--- src/rtl/pc_pkg.sv ---
package pc_pkg;

   // Source chosen for the value of a sample leaving the repair stage
   typedef enum logic [2:0] {
      SRC_OWN   = 3'd0,
      SRC_AVG   = 3'd1,
      SRC_LEFT  = 3'd2,
      SRC_RIGHT = 3'd3,
      SRC_ABOVE = 3'd4
   } repl_src_e;

endpackage

--- src/rtl/pc_addr_gen.sv ---
module pc_addr_gen #(
   parameter int COLS   = 16,
   parameter int ROWS   = 16,
   parameter int COL_W  = 4,
   parameter int ROW_W  = 4,
   parameter int ADDR_W = 8
) (
   input  logic              clk,
   input  logic              rst_n,
   input  logic              accept,
   input  logic              in_sof,
   input  logic              in_eol,
   input  logic              per_pixel,
   output logic [COL_W-1:0]  col_o,
   output logic [ROW_W-1:0]  row_o,
   output logic [ADDR_W-1:0] addr_o
);

   logic [COL_W-1:0] col_q;
   logic [ROW_W-1:0] row_q;

   // a frame-start sample always sits at the origin
   assign col_o = in_sof ? '0 : col_q;
   assign row_o = in_sof ? '0 : row_q;

   always_ff @(posedge clk) begin
      if (!rst_n) begin
         col_q <= '0;
         row_q <= '0;
      end else if (accept) begin
         if (in_eol) begin
            col_q <= '0;
            row_q <= row_o + ROW_W'(1);
         end else begin
            col_q <= col_o + COL_W'(1);
            row_q <= row_o;
         end
      end
   end

   logic [ADDR_W-1:0] pix_addr;
   assign pix_addr = ADDR_W'(row_o) * ADDR_W'(COLS) + ADDR_W'(col_o);
   assign addr_o   = per_pixel ? pix_addr : ADDR_W'(col_o);

   // the column restarts after a line end
   a_r5_col_restart: assert property (@(posedge clk) disable iff (!rst_n)
      accept && in_eol && !in_sof |=> col_q == '0);

endmodule

--- src/rtl/pc_calib_alu.sv ---
module pc_calib_alu #(
   parameter int PIX_W     = 16,
   parameter int GAIN_W    = 16,
   parameter int GAIN_FRAC = 14
) (
   input  logic [PIX_W-1:0]  pix,
   input  logic [PIX_W-1:0]  offset,
   input  logic [GAIN_W-1:0] gain,
   output logic [PIX_W-1:0]  result
);

   localparam int PROD_W = PIX_W + GAIN_W;

   logic [PIX_W:0]    diff;
   logic              below;
   logic [PROD_W-1:0] prod;
   logic [PROD_W-1:0] scaled;
   logic              over;

   assign diff   = {1'b0, pix} - {1'b0, offset};
   assign below  = diff[PIX_W];
   assign prod   = PROD_W'(diff[PIX_W-1:0]) * PROD_W'(gain);
   assign scaled = prod >> GAIN_FRAC;
   assign over   = |scaled[PROD_W-1:PIX_W];

   always_comb begin
      if (below)     result = '0;
      else if (over) result = '1;
      else           result = scaled[PIX_W-1:0];
   end

endmodule

--- src/rtl/pc_defect_fix.sv ---
module pc_defect_fix
   import pc_pkg::*;
#(
   parameter int PIX_W     = 16,
   parameter int COLS      = 16,
   parameter int COL_W     = 4,
   parameter int ROUND_AVG = 0
) (
   input  logic             clk,
   input  logic             rst_n,
   input  logic             b_v,
   input  logic [PIX_W-1:0] b_corr,
   input  logic             b_bad,
   input  logic             b_sof,
   input  logic             b_eol,
   input  logic [COL_W-1:0] b_col,
   input  logic             b_row0,
   output logic             take_b,
   input  logic             out_ready,
   output logic             out_valid,
   output logic [PIX_W-1:0] out_pixel,
   output logic             out_sof,
   output logic             out_eol
);

   // centre of the repair window
   logic             c_v, c_bad, c_sof, c_eol, c_row0;
   logic [PIX_W-1:0] c_corr;
   logic [COL_W-1:0] c_col;
   // corrected sample that preceded the centre
   logic [PIX_W-1:0] l_val;
   logic             l_bad;
   // output register
   logic             o_v, o_sof, o_eol;
   logic [PIX_W-1:0] o_pix;
   // final values of the previous row
   logic [PIX_W-1:0] lb_q [COLS];

   logic o_free, c_fire;
   assign o_free = !o_v || out_ready;
   // a mid-row centre waits until its right neighbour is present
   assign c_fire = c_v && o_free && (c_eol || b_v);
   assign take_b = b_v && (!c_v || c_fire);

   always_ff @(posedge clk) begin
      if (!rst_n)      c_v <= 1'b0;
      else if (take_b) c_v <= 1'b1;
      else if (c_fire) c_v <= 1'b0;
   end

   always_ff @(posedge clk) begin
      if (take_b) begin
         c_corr <= b_corr;
         c_bad  <= b_bad;
         c_sof  <= b_sof;
         c_eol  <= b_eol;
         c_col  <= b_col;
         c_row0 <= b_row0;
      end
   end

   // neighbour selection
   logic             rnd;
   logic [PIX_W:0]   nb_sum;
   logic [PIX_W-1:0] nb_avg, above, fix_val, nb_lo, nb_hi;
   logic             left_ok, right_ok;
   repl_src_e        src;

   if (ROUND_AVG != 0) begin : g_avg_round
      assign rnd = 1'b1;
   end else begin : g_avg_floor
      assign rnd = 1'b0;
   end

   assign nb_sum   = {1'b0, l_val} + {1'b0, b_corr} + (PIX_W+1)'(rnd);
   assign nb_avg   = PIX_W'(nb_sum >> 1);
   assign left_ok  = (c_col != '0) && !l_bad;
   assign right_ok = !c_eol && !b_bad;
   assign above    = lb_q[c_col];
   assign nb_lo    = (l_val < b_corr) ? l_val : b_corr;
   assign nb_hi    = (l_val < b_corr) ? b_corr : l_val;

   always_comb begin
      if (!c_bad)                src = SRC_OWN;
      else if (left_ok && right_ok) src = SRC_AVG;
      else if (left_ok)          src = SRC_LEFT;
      else if (right_ok)         src = SRC_RIGHT;
      else if (!c_row0)          src = SRC_ABOVE;
      else                       src = SRC_OWN;
   end

   always_comb begin
      case (src)
         SRC_AVG:   fix_val = nb_avg;
         SRC_LEFT:  fix_val = l_val;
         SRC_RIGHT: fix_val = b_corr;
         SRC_ABOVE: fix_val = above;
         default:   fix_val = c_corr;
      endcase
   end

   always_ff @(posedge clk) begin
      if (c_fire) begin
         l_val        <= c_corr;
         l_bad        <= c_bad;
         lb_q[c_col]  <= fix_val;
         o_pix        <= fix_val;
         o_sof        <= c_sof;
         o_eol        <= c_eol;
      end
   end

   always_ff @(posedge clk) begin
      if (!rst_n)         o_v <= 1'b0;
      else if (c_fire)    o_v <= 1'b1;
      else if (out_ready) o_v <= 1'b0;
   end

   assign out_valid = o_v;
   assign out_pixel = o_pix;
   assign out_sof   = o_sof;
   assign out_eol   = o_eol;

   // a good sample leaves with its own corrected value
   a_r1_good_unchanged: assert property (@(posedge clk) disable iff (!rst_n)
      c_fire && !c_bad |=> out_pixel == $past(c_corr));

   // an average of two neighbours lies between them
   a_r6_avg_between: assert property (@(posedge clk) disable iff (!rst_n)
      c_fire && c_bad && left_ok && right_ok |=>
         out_pixel >= $past(nb_lo) && out_pixel <= $past(nb_hi));

   // a mid-row sample never leaves before its right neighbour arrives
   a_r9_wait_right: assert property (@(posedge clk) disable iff (!rst_n)
      c_v && !c_eol && !b_v |=> !$rose(out_valid) || $past(!c_v));

endmodule

--- src/rtl/pixel_corrector.sv ---
module pixel_corrector #(
   parameter int PIX_W     = 16,
   parameter int GAIN_W    = 16,
   parameter int GAIN_FRAC = 14,
   parameter int COLS      = 16,
   parameter int ROWS      = 16,
   parameter int ROUND_AVG = 0,
   localparam int COL_W    = $clog2(COLS),
   localparam int ROW_W    = (ROWS > 1) ? $clog2(ROWS) : 1,
   localparam int ADDR_W   = $clog2(COLS * ROWS)
) (
   input  logic              clk,
   input  logic              rst_n,
   input  logic              map_per_pixel,
   input  logic              in_valid,
   output logic              in_ready,
   input  logic [PIX_W-1:0]  in_pixel,
   input  logic              in_sof,
   input  logic              in_eol,
   output logic [ADDR_W-1:0] map_addr,
   input  logic [PIX_W-1:0]  map_offset,
   input  logic [GAIN_W-1:0] map_gain,
   input  logic              map_bad,
   output logic              out_valid,
   input  logic              out_ready,
   output logic [PIX_W-1:0]  out_pixel,
   output logic              out_sof,
   output logic              out_eol
);

   if (COLS < 2) begin : g_bad_cols
      $error("pixel_corrector: COLS must be at least 2");
   end
   if (GAIN_FRAC >= GAIN_W) begin : g_bad_gain
      $error("pixel_corrector: gain needs at least one integer bit");
   end
   if (PIX_W < 2) begin : g_bad_pix
      $error("pixel_corrector: PIX_W too small");
   end

   logic              accept, a_move, take_b;
   logic [COL_W-1:0]  ag_col;
   logic [ROW_W-1:0]  ag_row;
   logic [ADDR_W-1:0] ag_addr;

   // stage A: sample waiting for its map read
   logic              a_v, a_sof, a_eol, a_row0;
   logic [PIX_W-1:0]  a_pix;
   logic [COL_W-1:0]  a_col;
   logic [ADDR_W-1:0] a_addr;
   // stage B: corrected sample
   logic              b_v, b_bad, b_sof, b_eol, b_row0;
   logic [PIX_W-1:0]  b_corr;
   logic [COL_W-1:0]  b_col;
   logic [PIX_W-1:0]  alu_res;

   assign a_move   = a_v && (!b_v || take_b);
   assign in_ready = !a_v || a_move;
   assign accept   = in_valid && in_ready;
   // held address keeps the map output aligned with stage A during stalls
   assign map_addr = accept ? ag_addr : a_addr;

   pc_addr_gen #(
      .COLS(COLS), .ROWS(ROWS), .COL_W(COL_W), .ROW_W(ROW_W), .ADDR_W(ADDR_W)
   ) addr_i (
      .clk(clk), .rst_n(rst_n), .accept(accept), .in_sof(in_sof),
      .in_eol(in_eol), .per_pixel(map_per_pixel),
      .col_o(ag_col), .row_o(ag_row), .addr_o(ag_addr)
   );

   always_ff @(posedge clk) begin
      if (!rst_n)      a_v <= 1'b0;
      else if (accept) a_v <= 1'b1;
      else if (a_move) a_v <= 1'b0;
   end

   always_ff @(posedge clk) begin
      if (accept) begin
         a_pix  <= in_pixel;
         a_sof  <= in_sof;
         a_eol  <= in_eol;
         a_col  <= ag_col;
         a_row0 <= (ag_row == '0);
         a_addr <= ag_addr;
      end
   end

   pc_calib_alu #(
      .PIX_W(PIX_W), .GAIN_W(GAIN_W), .GAIN_FRAC(GAIN_FRAC)
   ) alu_i (
      .pix(a_pix), .offset(map_offset), .gain(map_gain), .result(alu_res)
   );

   always_ff @(posedge clk) begin
      if (!rst_n)      b_v <= 1'b0;
      else if (a_move) b_v <= 1'b1;
      else if (take_b) b_v <= 1'b0;
   end

   always_ff @(posedge clk) begin
      if (a_move) begin
         b_corr <= alu_res;
         b_bad  <= map_bad;
         b_sof  <= a_sof;
         b_eol  <= a_eol;
         b_col  <= a_col;
         b_row0 <= a_row0;
      end
   end

   pc_defect_fix #(
      .PIX_W(PIX_W), .COLS(COLS), .COL_W(COL_W), .ROUND_AVG(ROUND_AVG)
   ) fix_i (
      .clk(clk), .rst_n(rst_n), .b_v(b_v), .b_corr(b_corr), .b_bad(b_bad),
      .b_sof(b_sof), .b_eol(b_eol), .b_col(b_col), .b_row0(b_row0),
      .take_b(take_b), .out_ready(out_ready), .out_valid(out_valid),
      .out_pixel(out_pixel), .out_sof(out_sof), .out_eol(out_eol)
   );

   // a stalled output does not move
   a_r10_out_hold: assert property (@(posedge clk) disable iff (!rst_n)
      out_valid && !out_ready |=>
         out_valid && $stable(out_pixel) && $stable(out_sof) && $stable(out_eol));

   // a sample at or below its offset becomes zero
   a_r3_low_clamp: assert property (@(posedge clk) disable iff (!rst_n)
      a_move && (a_pix <= map_offset) |=> b_corr == '0);

   // while stage A waits, the map keeps seeing its address
   a_r5_addr_held: assert property (@(posedge clk) disable iff (!rst_n)
      a_v && !in_ready |=> in_ready || $stable(map_addr));

   // nothing is offered on the first cycle after reset
   a_r11_idle_after_reset: assert property (@(posedge clk)
      $past(!rst_n) |-> !out_valid);

endmodule

--- config.mk ---
export PLATFORM = sky130hd
export DESIGN_NAME = pixel_corrector
export DESIGN_NICKNAME = d
export VERILOG_FILES = /design/src/rtl/pc_pkg.sv /design/src/rtl/pc_addr_gen.sv /design/src/rtl/pc_calib_alu.sv /design/src/rtl/pc_defect_fix.sv /design/src/rtl/pixel_corrector.sv
export SDC_FILE = /design/constraint.sdc
export NUM_CORES = 1
export LEC_CHECK = 0
export ABC_AREA = 1
export BUFFER_PORTS_ARGS = -buffer_cell sky130_fd_sc_hd__buf_2
export CELL_PAD_IN_SITES_DETAIL_PLACEMENT = 1
export CELL_PAD_IN_SITES_GLOBAL_PLACEMENT = 2
export CORE_MARGIN = 3
export CORE_UTILIZATION = 29
export CTS_CLUSTER_SIZE = 25
export DETAILED_ROUTE_END_ITERATION = 10
export GPL_TIMING_DRIVEN = 0
export PLACE_DENSITY_LB_ADDON = 0.1
export SYNTH_ARGS = -nofsm -noshare
export SYNTH_HDL_FRONTEND = slang
export SYNTH_SLANG_ARGS = --single-unit
--- constraint.sdc ---
create_clock -name clk -period 12 [get_ports clk]
set_input_delay 1.8 -clock clk [delete_from_list [all_inputs] [get_ports clk]]
set_output_delay 1.8 -clock clk [all_outputs]
set_load 0.01 [all_outputs]
==> results by group, run 1 <==
Status
  • Status: finished clean

Floorplan
  • Die ar.: between 0.09 and 0.1 mm^2
  • Top Ports: 84
  • Starting Density: 29.46%
  • Horiz. Die Dim: 301.0 um
  • Core area: between 0.08 and 0.09 mm^2
  • Row count: between 100 and 150
  • Die H: about 300 um

Clocking
  • Clock transition at the registers of the reported paths: ~0.06 ns
  • Clock Tree Root: clkbuf_16
  • Clock Sinks: just under 400
  • Clock insertion delay at the later pin of the skew report: 0.59 ns
  • Cts bufs inserted: 45
  • CTS tree: done
  • Deepest clock path buffer count: 3
  • Setup Fix Bufs, Post-CTS: 0
  • Hold Buf Count CTS: 0
  • Post-cts sizing count: 0
  • H-tree Lvls: 2

Setup path
  • Worst EP arrival: 9.72 ns
  • Worst Setup SP: map_offset[0]
  • Crit-path most repeated cell: fa_1
  • Crit path kind: input pin to flop
  • Critical Path RT: about 12 ns
  • Critical-path maximum fanout: 10
  • Setup crit end kind: flop
  • CP max stage cell: xnor2_1
  • Element type at the critical path start: input pin
  • CP top delay family: adder cells
  • Reg2reg setup slack: approximately 3.6 ns
  • Crit path buffers/inverters: 8
  • Max incr delay on CP: just over 1 ns
  • RR Startpoint: a_pix[0]

Logic synthesis
  • Synth Cell Area: between 0.02 and 0.03 mm^2
  • Post-synth top area share: between 40% and 50%
  • Area leader, netlist: edfxtp_1
  • Synth Instances: around 2600
  • Post-synth EDFFs: approximately 360
  • Async S/R FF share, synth: 0%
  • Post-Syn Nets: around 3000
  • Synth area leaders: edfxtp_1, fa_1, nand2_1, ha_1, inv_1
  • #FFs+latches synth: 386
  • Distinct cells, synth: between 40 and 50
  • Register area share after synthesis: roughly 45%
  • Syn. warnings: 0
  • Most frequent cells after synthesis: nand2_1, inv_1, edfxtp_1
  • Synth Flop Type: edfxtp_1
  • Top-count cell post-synth: nand2_1
  • Syn Area/Cell: a little under 10 um^2

Routing
  • Vias per std cell: approximately 4.7
  • DRT Wirelength: ~85000 um
  • Final ANT Viol Nets: 0
  • DRC: 0
  • Vias: 18690
  • Routed len/inst: 21.67 um
  • DR pass1 iterations: 4
  • First DRT Iteration DRCs: between 900 and 1000

Timing
  • Slew HR: 12.57%
  • Crit path time final: around 9.4 ns
  • Worst-Margin Slew: approximately 1.3 ns
  • Pins over their slew limit: 0
  • Worst hold margin: between 0.4 and 0.5 ns
  • Peak Freq: about 110 MHz
  • Total Neg Setup Slack: 0 ns
  • Hold Vio Cnt, Final: 0
  • # setup viols final: 0
  • Crit share post-route: slightly below 80%
  • RSZ-0062 raised after global routing: no
  • Final setup skew: about 0.036 ns

Global route
  • Largest net degree at the start of global routing: 32
  • Antenna violations before repair: 0
  • Vias in the first global route: between 20000 and 25000
  • Tot GR Track Use: between 10% and 20%
  • Global-route wire length before repair: between 100000 and 150000 um
  • Aggregate global routing overflow: 0

Placement
  • GPL Wtd Cong: between 0.8 and 0.9
  • Dpl cell area: approximately 0.027 mm^2
  • Post-detail-place hpwl: 67420 um
  • Port buffer count: 78

Layout
  • ANT cells: 0
  • Share of cells above drive strength 1: about 8.6%
  • Post-Route Utilization: between 30% and 40%
  • Fin area: around 0.029 mm^2
  • Final Net Count: about 3100
  • P&R area growth vs syn: 14.75%

Worst hold path
  • Hold Path Class: flop to flop
  • Hold Startpoint: a_col[2]

Job
  • Max Cap Violations: 0
==> final timing paths <==
| check | endpoint | depth (start not counted) |
|---|---|---|
| setup / recovery | b_corr[11] | 32 |
| hold / removal | b_col[2] | 0 |
| setup reg to reg | b_corr[11] | 32 |
| hold reg to reg | b_col[2] | 0 |
==> cell families (layout without fill, tap and decap cells) <==
| logic type | after synthesis | in the layout | share of synthesized area (%) |
|---|---|---|---|
| buffers and inverters | 480 | 659 | 7.387 |
| DFF | 386 | 386 | 44.98 |
| adders and majority gates | 331 | 331 | 22.21 |
| xor gates and xnor gates | 18 | 18 | 0.6841 |
| AOI/OAI and AO/OA | 288 | 288 | 6.524 |
| and+or+nand+nor | 1109 | 1109 | 18.22 |
==> sequential cells by signal (all words and copies together) (netlist names), 4 cells and up, named ones only <==
name,flops
a_pix,16
fix_i.out_pixel,16
addr_i.row_q,4
a_col,4
b_col,4
b_corr,16
addr_i.col_q,4
fix_i.c_corr,16
fix_i.c_col,4
a_addr,8
fix_i.lb_q,256
fix_i.l_val,16
==> placed cells by master (no fill, tap or decap), types with 3 or more instances in the layout <==
cell type,count
a31oi_1,5
nor3_1,12
buf_8,13
buf_16,6
clkbuf_16,46
fa_1,195
o21a_1,3
clkbuf_1,64
inv_1,386
a22oi_1,44
nand2_2,9
nand3b_1,5
bufinv_16,5
o211ai_1,5
clkinv_1,8
or2_1,4
clkinv_2,7
or2_2,5
nor2_2,24
dfxtp_1,24
buf_2,99
edfxtp_1,362
buf_1,8
a21oi_1,162
nor4_1,3
o21ai_0,42
a21o_1,6
o21bai_1,11
nand3_2,3
nand3_1,188
inv_2,6
nor2_1,239
nand4_1,23
nand2_1,591
xnor2_1,5
ha_1,136
xor2_1,11
==> metrics by stage <==
stage	cells	worst slack [ns]
after CTS	3935	2.444
after global routing	3935	1.978
after floorplan	2612	3.797
after global placement	3834	1.884
final	3935	2.605
after detailed placement	3853	1.827
==> area by class of cell <==
type / instances / area (um^2)
plain buffers: 85 / 379.1
clock buffers: 61 / 1227
clock inverters: 21 / 251.5
fillers: 9886 / 56720
inverters: 395 / 1485
multi-input cells: 1746 / 12080
flip-flops and latches: 386 / 11350
well taps: 1144 / 1431
repair buffers: 97 / 755.7
==> per-layer routing <==
metal	up-vias	global-route usage, %	routed length [um]
met5	-	0	0
met1	9457	22.72	35750
met4	0	6.851	3172
met3	132	2.040	2131
li1	8836	-	-
met2	265	35.07	44210
Power of run 1 is left out: the tool's default activity adds up to more than one toggle a clock period on the data nets, which glitch-free logic cannot reach.
==> run 2, diff against run 1 <==
==> constraint.sdc (replaced) <==
create_clock -name clk -period 8.2 [get_ports clk]
set_input_delay 1.23 -clock clk [delete_from_list [all_inputs] [get_ports clk]]
set_output_delay 1.23 -clock clk [all_outputs]
set_load 0.01 [all_outputs]
==> run 2 against run 1 <==
Effect of this change: first-iteration DRC count down 8.5%; worst hold slack hardly changed; final area increased by 1.6%; final cell count is 0.43% higher; die area stayed put; count of clock-buffer cells in the layout stayed put; largest cell class unchanged.
==> results by group, run 2 (synthesis results as in run 1) <==
Layout
  • P&R area growth vs syn: 16.57%
  • Share of cells above drive strength 1: 10.68%
  • Most common cell after layout, fill and taps aside: nand2_1
  • Max reg flops: roughly 260
  • Final Net Count: ~3200
  • ANT cells: 0
  • Fin area: 0.02942 mm^2
  • Commonest non-fill, non-tap cells in the layout: nand2_1, inv_1, edfxtp_1
  • Reg with most FFs: fix_i.lb_q

Worst hold path
  • Hold Path Class: flop to flop

Job
  • Max Cap Violations: 0

Clocking
  • Clock Tree Root: clkbuf_16
  • Cts bufs inserted: 45
  • Deepest clock path buffer count: 3
  • Clock transition at the registers of the reported paths: roughly 0.06 ns
  • Clock Sinks: 386
  • Hold Buf Count CTS: 0
  • CTS tree: done
  • H-tree Lvls: 2
  • Clock insertion delay at the later pin of the skew report: slightly below 0.6 ns

Routing
  • DR pass1 iterations: 5
  • DRC: 0
  • Vias: between 15000 and 20000
  • Routed len/inst: around 22 um
  • DRT Wirelength: ~86000 um
  • Vias per std cell: between 4 and 5
  • First DRT Iteration DRCs: 860
  • Final ANT Viol Nets: 0

Timing
  • Crit path time final: a little under 8 ns
  • Crit share post-route: a little over nine tenths
  • Final setup skew: 0.03129 ns
  • Final worst slack: 0.3951 ns
  • Hold Vio Cnt, Final: 0
  • Pins over their slew limit: 0
  • Peak Freq: ~130 MHz
  • # setup viols final: 0
  • Total Neg Setup Slack: 0 ns
  • Worst hold margin: ~0.42 ns
  • Slew HR: ~30%
  • Worst-Margin Slew: between 1 and 1.5 ns

Global route
  • Vias in the first global route: roughly 21000
  • Antenna violations before repair: 0
  • Global-route wire length before repair: ~130000 um
  • Largest net degree at the start of global routing: 32
  • Tot GR Track Use: between 10% and 20%
  • Aggregate global routing overflow: 0

Status
  • Status: finished clean

Setup path
  • Setup crit end kind: flop
  • Element type at the critical path start: input pin
  • Critical-path maximum fanout: 10
  • Crit path kind: input pin to flop
  • Crit-path most repeated cell: nand2_1
  • Worst EP arrival: approximately 8.1 ns
  • Max incr delay on CP: 0.55 ns
  • Critical Path RT: 8.51 ns
  • CP max stage cell: fa_1

Floorplan
  • Horiz. Die Dim: 301.0 um
  • Starting Density: between 20% and 30%
  • Top Ports: 84
  • Die H: about 300 um
  • Row count: ~110
  • Die ar.: approximately 0.091 mm^2
  • Core area: 0.08568 mm^2

Placement
  • Port buffer count: between 70 and 80
  • Post-detail-place hpwl: 67420 um
  • DP Worst Slack: -1.403 ns
  • GPL Wtd Cong: roughly 0.83
  • Dpl cell area: ~0.027 mm^2
==> run 2: changes by cell type in the layout (fill, tap and decap cells not counted), moves of 6 or more <==
cell / delta
nand2_1: -9
a21oi_2: +8
nor2_1: -7
a21oi_1: -8
nor2_2: +6
buf_4: +13
==> run 2: final timing paths <==
kind                            depth (start not counted)         to           from  slack (ns)
worst min-delay path                                    0   b_col[2]       a_col[2]        0.42
worst min register to register                          0   b_col[2]       a_col[2]        0.42
worst max-delay path                                   39  b_corr[9]  map_offset[0]        0.40
worst max register to register                         32  b_corr[9]       a_pix[8]        0.79
==> run 2: stage by stage <==
stage,util [%],cells
after global placement,31.58,3834
final,34.34,3952
after floorplan,-,2612
after detailed placement,32.08,3853
after global routing,34.34,3952
after CTS,33.99,3938
==> run 2: final cells by class <==
cell class | count | area (um^2)
plain buffers | 85 | 381.6
fillers | 9851 | 56260
well taps | 1144 | 1431
clock buffers | 61 | 1227
inverters | 395 | 1505
clock inverters | 21 | 251.5
multi-input cells | 1746 | 12340
flip-flops and latches | 386 | 11350
repair buffers | 114 | 933.4
==> run 2: routing by layer <==
metal  wire length (um)  track usage (%)  part of all wire (%)
met4               3386            7.199                   4.0
met2              44320            35.06                    52
met5                  0                0                     0
met1              35560            22.75                    42
met3               2377            2.055                   2.8
==> run 2: critical path, delay by kind of cell <==
family / cells / cell delay (ns)
AOI/OAI and AO/OA: 2 / 0.30
adders and majority gates: 9 / 4.00
buffers and inverters: 9 / 0.78
and+or+nand+nor: 19 / 1.80
==> run 2: what timing repair did <==
action | in CTS | in global routing
buffers inserted | 3 | 14
pin swaps | 1 | 13
resized for setup | 24 | 43
endpoints found under the setup margin | 16 | 16
Power of run 2 is left out for the same reason.
